File: src/rtl/fbr_pkg.sv
package fbr_pkg;

    localparam int WORD_W     = 32;
    localparam int IDX_W      = 4;
    localparam int NUM_REGS   = 14;
    localparam int ALIGN_BITS = 5;
    localparam int IDX_LSB    = 2;

    typedef enum logic [IDX_W-1:0] {
        IX_CTRL      = 4'd0,
        IX_HRES      = 4'd1,
        IX_HSYNC_ON  = 4'd2,
        IX_HSYNC_OFF = 4'd3,
        IX_HTOTAL    = 4'd4,
        IX_VRES      = 4'd5,
        IX_VSYNC_ON  = 4'd6,
        IX_VSYNC_OFF = 4'd7,
        IX_VTOTAL    = 4'd8,
        IX_BASE      = 4'd9,
        IX_BASE_LIVE = 4'd10,
        IX_BURST     = 4'd11,
        IX_DDC       = 4'd12,
        IX_SRCCLK    = 4'd13
    } reg_ix_e;

    typedef struct packed {
        logic    hit;
        reg_ix_e ix;
    } dec_t;

    typedef struct packed {
        logic [WORD_W-1:0] ctrl;
        logic [WORD_W-1:0] hres;
        logic [WORD_W-1:0] hsync_on;
        logic [WORD_W-1:0] hsync_off;
        logic [WORD_W-1:0] htotal;
        logic [WORD_W-1:0] vres;
        logic [WORD_W-1:0] vsync_on;
        logic [WORD_W-1:0] vsync_off;
        logic [WORD_W-1:0] vtotal;
        logic [WORD_W-1:0] base;
        logic [WORD_W-1:0] burst;
        logic [WORD_W-1:0] ddc;
        logic [WORD_W-1:0] srcclk;
    } cfg_t;

    function automatic logic base_aligned(input logic [WORD_W-1:0] v);
        return v[ALIGN_BITS-1:0] == '0;
    endfunction

    function automatic cfg_t cfg_defaults(input logic [WORD_W-1:0] w,
                                          input logic [WORD_W-1:0] h);
        cfg_t c;
        c      = '0;
        c.ctrl = 32'd1;
        c.hres = w;
        c.vres = h;
        return c;
    endfunction

endpackage

File: src/rtl/fbr_decode.sv
module fbr_decode
    import fbr_pkg::*;
#(
    parameter int ADDR_W = 6
) (
    input  logic [ADDR_W-1:0] addr,
    output dec_t              dec
);
    localparam int TOP_LSB = IDX_LSB + IDX_W;

    logic upper_ok;
    logic [IDX_W-1:0] raw_ix;

    generate
        if (ADDR_W > TOP_LSB) begin : g_wide
            assign upper_ok = (addr[ADDR_W-1:TOP_LSB] == '0);
        end else begin : g_exact
            assign upper_ok = 1'b1;
        end
    endgenerate

    assign raw_ix = addr[TOP_LSB-1:IDX_LSB];

    always_comb begin
        dec.ix  = reg_ix_e'(raw_ix);
        dec.hit = upper_ok && (addr[IDX_LSB-1:0] == '0)
                  && (int'(raw_ix) < NUM_REGS);
    end
endmodule

File: src/rtl/fbr_bank.sv
module fbr_bank
    import fbr_pkg::*;
#(
    parameter logic [31:0] BASE_MASK = 32'hFFFF_FFFF,
    parameter logic [31:0] RST_HRES  = 32'd640,
    parameter logic [31:0] RST_VRES  = 32'd480
) (
    input  logic              clk,
    input  logic              rst,
    input  logic              wr_en,
    input  dec_t              dec,
    input  logic [WORD_W-1:0] wdata,
    output cfg_t              cfg,
    output logic              running,
    output logic              reconfigure,
    output logic              refresh_req
);
    assign running = ~cfg.ctrl[0];

    always_ff @(posedge clk) begin
        if (rst) begin
            cfg         <= cfg_defaults(RST_HRES, RST_VRES);
            reconfigure <= 1'b0;
            refresh_req <= 1'b0;
        end else begin
            reconfigure <= 1'b0;
            refresh_req <= 1'b0;
            if (wr_en && dec.hit) begin
                unique case (dec.ix)
                    IX_CTRL: begin
                        cfg.ctrl    <= wdata;
                        reconfigure <= ~wdata[0];
                    end
                    IX_HRES: begin
                        cfg.hres    <= wdata;
                        reconfigure <= running;
                    end
                    IX_VRES: begin
                        cfg.vres    <= wdata;
                        reconfigure <= running;
                    end
                    IX_HSYNC_ON:  cfg.hsync_on  <= wdata;
                    IX_HSYNC_OFF: cfg.hsync_off <= wdata;
                    IX_HTOTAL:    cfg.htotal    <= wdata;
                    IX_VSYNC_ON:  cfg.vsync_on  <= wdata;
                    IX_VSYNC_OFF: cfg.vsync_off <= wdata;
                    IX_VTOTAL:    cfg.vtotal    <= wdata;
                    IX_BASE: begin
                        if (base_aligned(wdata)) begin
                            cfg.base    <= wdata & BASE_MASK;
                            refresh_req <= 1'b1;
                        end
                    end
                    IX_BASE_LIVE: ;
                    IX_BURST:     cfg.burst  <= wdata;
                    IX_DDC:       cfg.ddc    <= wdata;
                    IX_SRCCLK:    cfg.srcclk <= wdata;
                    default: ;
                endcase
            end
        end
    end


    reconf_run_chk: assert property (@(posedge clk) disable iff (rst)
        reconfigure |-> running);


    refresh_cause_chk: assert property (@(posedge clk) disable iff (rst)
        refresh_req |-> $past(wr_en && dec.hit && dec.ix == IX_BASE));


    misaligned_keep_chk: assert property (@(posedge clk) disable iff (rst)
        (wr_en && dec.hit && dec.ix == IX_BASE && wdata[ALIGN_BITS-1:0] != '0)
        |=> ($stable(cfg.base) && !refresh_req));


    base_shape_chk: assert property (@(posedge clk) disable iff (rst)
        ((cfg.base & ~BASE_MASK) == '0) && (cfg.base[ALIGN_BITS-1:0] == '0));
endmodule

File: src/rtl/fbr_rdmux.sv
module fbr_rdmux
    import fbr_pkg::*;
(
    input  logic              clk,
    input  logic              rst,
    input  logic              rd_en,
    input  dec_t              dec,
    input  cfg_t              cfg,
    output logic [WORD_W-1:0] rdata
);
    logic [WORD_W-1:0] sel;

    always_comb begin
        unique case (dec.ix)
            IX_CTRL:      sel = cfg.ctrl;
            IX_HRES:      sel = cfg.hres;
            IX_HSYNC_ON:  sel = cfg.hsync_on;
            IX_HSYNC_OFF: sel = cfg.hsync_off;
            IX_HTOTAL:    sel = cfg.htotal;
            IX_VRES:      sel = cfg.vres;
            IX_VSYNC_ON:  sel = cfg.vsync_on;
            IX_VSYNC_OFF: sel = cfg.vsync_off;
            IX_VTOTAL:    sel = cfg.vtotal;
            IX_BASE,
            IX_BASE_LIVE: sel = cfg.base;
            IX_BURST:     sel = cfg.burst;
            IX_DDC:       sel = cfg.ddc;
            IX_SRCCLK:    sel = cfg.srcclk;
            default:      sel = '0;
        endcase
    end

    always_ff @(posedge clk) begin
        if (rst) begin
            rdata <= '0;
        end else if (rd_en) begin
            rdata <= dec.hit ? sel : '0;
        end
    end


    bad_read_zero_chk: assert property (@(posedge clk) disable iff (rst)
        (rd_en && !dec.hit) |=> (rdata == '0));
endmodule

File: src/rtl/fb_cfg_regs.sv
module fb_cfg_regs
    import fbr_pkg::*;
#(
    parameter int          ADDR_W    = 6,
    parameter logic [31:0] BASE_MASK = 32'hFFFF_FFFF,
    parameter logic [31:0] RST_HRES  = 32'd640,
    parameter logic [31:0] RST_VRES  = 32'd480
) (
    input  logic              clk,
    input  logic              rst,
    input  logic              wr_en,
    input  logic              rd_en,
    input  logic [ADDR_W-1:0] addr,
    input  logic [31:0]       wdata,
    output logic [31:0]       rdata,
    output logic              running,
    output logic [31:0]       base_addr,
    output logic [31:0]       line_stride,
    output logic              reconfigure,
    output logic              refresh_req,
    output logic              bad_access
);
    dec_t dec;
    cfg_t cfg;

    fbr_decode #(.ADDR_W(ADDR_W)) u_dec (
        .addr (addr),
        .dec  (dec)
    );

    fbr_bank #(
        .BASE_MASK (BASE_MASK),
        .RST_HRES  (RST_HRES),
        .RST_VRES  (RST_VRES)
    ) u_bank (
        .clk         (clk),
        .rst         (rst),
        .wr_en       (wr_en),
        .dec         (dec),
        .wdata       (wdata),
        .cfg         (cfg),
        .running     (running),
        .reconfigure (reconfigure),
        .refresh_req (refresh_req)
    );

    fbr_rdmux u_rd (
        .clk   (clk),
        .rst   (rst),
        .rd_en (rd_en),
        .dec   (dec),
        .cfg   (cfg),
        .rdata (rdata)
    );

    assign base_addr   = cfg.base;
    assign line_stride = {cfg.hres[30:0], 1'b0};

    always_ff @(posedge clk) begin
        if (rst) begin
            bad_access <= 1'b0;
        end else begin
            bad_access <= (wr_en || rd_en) && !dec.hit;
        end
    end


    bad_cause_chk: assert property (@(posedge clk) disable iff (rst)
        bad_access |-> $past(wr_en || rd_en));
endmodule

File: config.mk
export PLATFORM = sky130hd
export DESIGN_NAME = fb_cfg_regs
export DESIGN_NICKNAME = d
export VERILOG_FILES = /design/src/rtl/fbr_pkg.sv /design/src/rtl/fbr_decode.sv /design/src/rtl/fbr_bank.sv /design/src/rtl/fbr_rdmux.sv /design/src/rtl/fb_cfg_regs.sv
export SDC_FILE = /design/constraint.sdc
export NUM_CORES = 1
export LEC_CHECK = 0
export BUFFER_PORTS_ARGS = -buffer_cell sky130_fd_sc_hd__clkbuf_2
export CORE_MARGIN = 2
export CORE_UTILIZATION = 57
export DETAILED_ROUTE_END_ITERATION = 12
export PLACE_DENSITY = 0.75
export SLEW_MARGIN = 20
export SYNTH_ARGS = -nofsm -noshare
export SYNTH_HDL_FRONTEND = slang
export SYNTH_SLANG_ARGS = --single-unit
File: constraint.sdc
create_clock -name clk -period 6.2 [get_ports clk]
set_clock_uncertainty 0.2 [all_clocks]
set_input_delay 1.24 -clock clk [delete_from_list [all_inputs] [get_ports clk]]
set_output_delay 1.24 -clock clk [all_outputs]
set_load 0.03 [all_outputs]
==> results.sh <==
export IMPL_clock_sinks=451
export IMPL_dpl_hpwl_um=35800
export IMPL_syn2layout_area_growth_pct=9.50
export IMPL_antenna_found_initial=1
export IMPL_cts_htree_levels=2
export IMPL_synth_ff_type="dfxtp_1"
export IMPL_die_h_um=189
export IMPL_path_max_fanout=60
export IMPL_tns_ns=0
export IMPL_outcome="complete, no violations"
export IMPL_tightest_slew_ns=1.10
export IMPL_crit_buf_inv=3
export IMPL_num_fill_cells=2938
export IMPL_die_area_um2=35700
export IMPL_crit_slowest_cell="nor3_4"
export IMPL_worstPathRequired_ns=6.49
export IMPL_finalPower_mw=6.19
export IMPL_synthCells=2457
export IMPL_max_freq_ghz=0.263
export IMPL_antenna_left=0
export IMPL_post_cts_buffers=0
export IMPL_viasPerCell=6.22
export IMPL_vias=17824
export IMPL_io_pins=142
export IMPL_drive_gt1_share_pct=14.4
export IMPL_first_pass_iters=8
export IMPL_rows=67
export IMPL_p_leak_nw=7.29
export IMPL_cts_tree="built"
export IMPL_cts_inserted_buffers=47
export IMPL_syn_avg_cell_area_um2=7.94
export IMPL_cpPeakStageDelay_ns=0.68
export IMPL_route_detailed_drc=0
export IMPL_cp_top_family="buffers and inverters"
export IMPL_synthArstFlopShare_pct=0
export IMPL_ys_seq_area_share_pct=46.3
export IMPL_wirelength_um=61800
export IMPL_finalSetupViolCount=0
export IMPL_setup_worst_path_start="addr[4]"
export IMPL_synth_edff_count=0
export IMPL_ff2ff_setup_slack_ns=4.34
export IMPL_drv_slew=0
export IMPL_synth_cell_area_um2=19500
export IMPL_drt_wirelength_per_cell_um=21.6
export IMPL_ys_types=49
export IMPL_r2r_start="u_bank.cfg[355]$_SDFFE_PP0P_"
export IMPL_dr_first_iter_drc_count=1923
export IMPL_hold_start="u_bank.cfg[297]$_SDFFE_PP0P_"
export IMPL_clk_path_buf_depth=3
export IMPL_slew_headroom_pct=26.6
export IMPL_portBuffers=140
export IMPL_final_common_cell="nand2_1"
export IMPL_p_per_area_nw_per_um2=290
export IMPL_period_share_pct=61.3
export IMPL_path_class="input pin to flop"
export IMPL_overflow=0
export IMPL_rsz0062_at_grt="no"
export IMPL_ir_worst_vdd_v=0.000281
export IMPL_synth_net_count=2499
export IMPL_insertion_delay_ns=0.57
export IMPL_hp_class="flop to flop"
export IMPL_clkSlewWorstSetupHoldPaths_ns=0.06
export IMPL_cts_hold_repair_buffers=0
export IMPL_ys_warnings_count=0
export IMPL_die_w_um=189
export IMPL_place_congestion=0.840
export IMPL_synth_ff_latch_count=451
export IMPL_arrival_ns=4.09
export IMPL_grt_max_degree=151
export IMPL_grt_pass1_vias=16962
export IMPL_fin_crit_ns=3.80
export IMPL_grt_pass1_wl_um=95000
export IMPL_grtUsageTotal_pct=33.8
export IMPL_cp_start_kind="input pin"
export IMPL_core_um2=33600
export IMPL_clock_root_buffer="clkbuf_16"
export IMPL_cts_resized=0
export IMPL_final_nets=2424
export IMPL_crit_chain="buf_4, buf_4, nand2b_1, nor3_4, buf_4, nand2_1, a21oi_1"
export IMPL_crit_path_end_kind="flop"
export IMPL_drv_cap=0
export IMPL_hold_violations=0
export IMPL_start_util_pct=58.0
export IMPL_final_cell_mix="nand2_1 (801), dfxtp_1 (451), a21oi_1 (409), a22oi_1 (150), clkbuf_2 (138)"
export IMPL_cpMostUsedCell="buf_4"
[tightest hold or removal path: cells and delay by family, from the launching register on]
family	cells	cell delay, ns
AOI/OAI and AO/OA	1	0.05
DFF	1	0.30
and+or+nand+nor	1	0.05
[through the flow]
step | util (%) | area (um2) | instances | setup slack, ns | hold slack, ns
floorplan | - | 19500 | 2457 | 3.34 | 0.232
global placement | 58.7 | 19700 | 2781 | 2.07 | 0.237
detailed placement | 58.7 | 19700 | 2781 | 1.97 | 0.244
CTS | 63.5 | 21400 | 2865 | 2.53 | 0.252
global route | 63.5 | 21400 | 2865 | 2.36 | 0.266
finish | 63.5 | 21400 | 2866 | 2.40 | 0.251
[registers in the layout, indices dropped and copies added (netlist names)]
register	count
bad_access	1
u_bank.reconfigure	1
u_rd.rdata	32
u_bank.cfg	416
u_bank.refresh_req	1
[metal layers]
layer  up-vias  GRT usage [%]  wire, um
met5         -              0         0
met4         0           17.0      3000
met3       223           6.39      5580
met2       962           55.5     28900
met1      8467           42.4     24400
li1       8172              -         -
[synthesized netlist by cell type, types with 30 or more instances]
cell / instances / area (um2)
a21oi_1: 410 / 2050
nor2_1: 35 / 131
clkbuf_1: 167 / 627
o22ai_1: 31 / 194
o2bb2ai_1: 30 / 263
o31a_1: 30 / 263
dfxtp_1: 451 / 9030
buf_4: 68 / 510
buf_2: 62 / 310
mux2_2: 64 / 721
a22oi_1: 150 / 1130
nand2_1: 802 / 3010
o221ai_1: 30 / 263
[power breakdown]
group,internal (mW),switching [mW]
Clock,1.82,1.16
Sequential,2.91,0.00593
Combinational,0.0576,0.241
Total,4.79,1.40
[cell type report]
class,count,area (um2),share of cell area [%]
multi-input cells,1699,9060,42.5
flip-flops and latches,451,9030,42.3
clock buffers,73,1430,6.68
repair buffers,181,1060,4.96
well taps,448,561,2.62
clock inverters,11,205,0.961
inverters,2,7.51,0.0352
diodes,1,2.50,0.0117
[kinds of logic (layout without fill, tap and decap cells)]
| kind of cell | after synthesis | count (layout) | synth area share [%] |
|---|---|---|---|
| AO/OA/AOI/OAI | 696 | 696 | 22.0 |
| buffers and inverters | 307 | 267 | 7.77 |
| flip-flops | 451 | 451 | 46.3 |
| multiplexers | 92 | 92 | 5.13 |
| other | 1 | 2 | 0.0192 |
| AND/OR/NAND/NOR | 910 | 910 | 18.8 |
[final timing paths]
path | to | cells past startpoint
worst max-delay path | u_bank.cfg[252]$_SDFFE_PP0P_ | 7
worst min-delay path | u_bank.cfg[297]$_SDFFE_PP0P_ | 2
worst max register to register | u_rd.rdata[3]$_SDFFE_PP0P_ | 4
worst min register to register | u_bank.cfg[297]$_SDFFE_PP0P_ | 2
No activity file was read; power rests on OpenSTA's default activity.
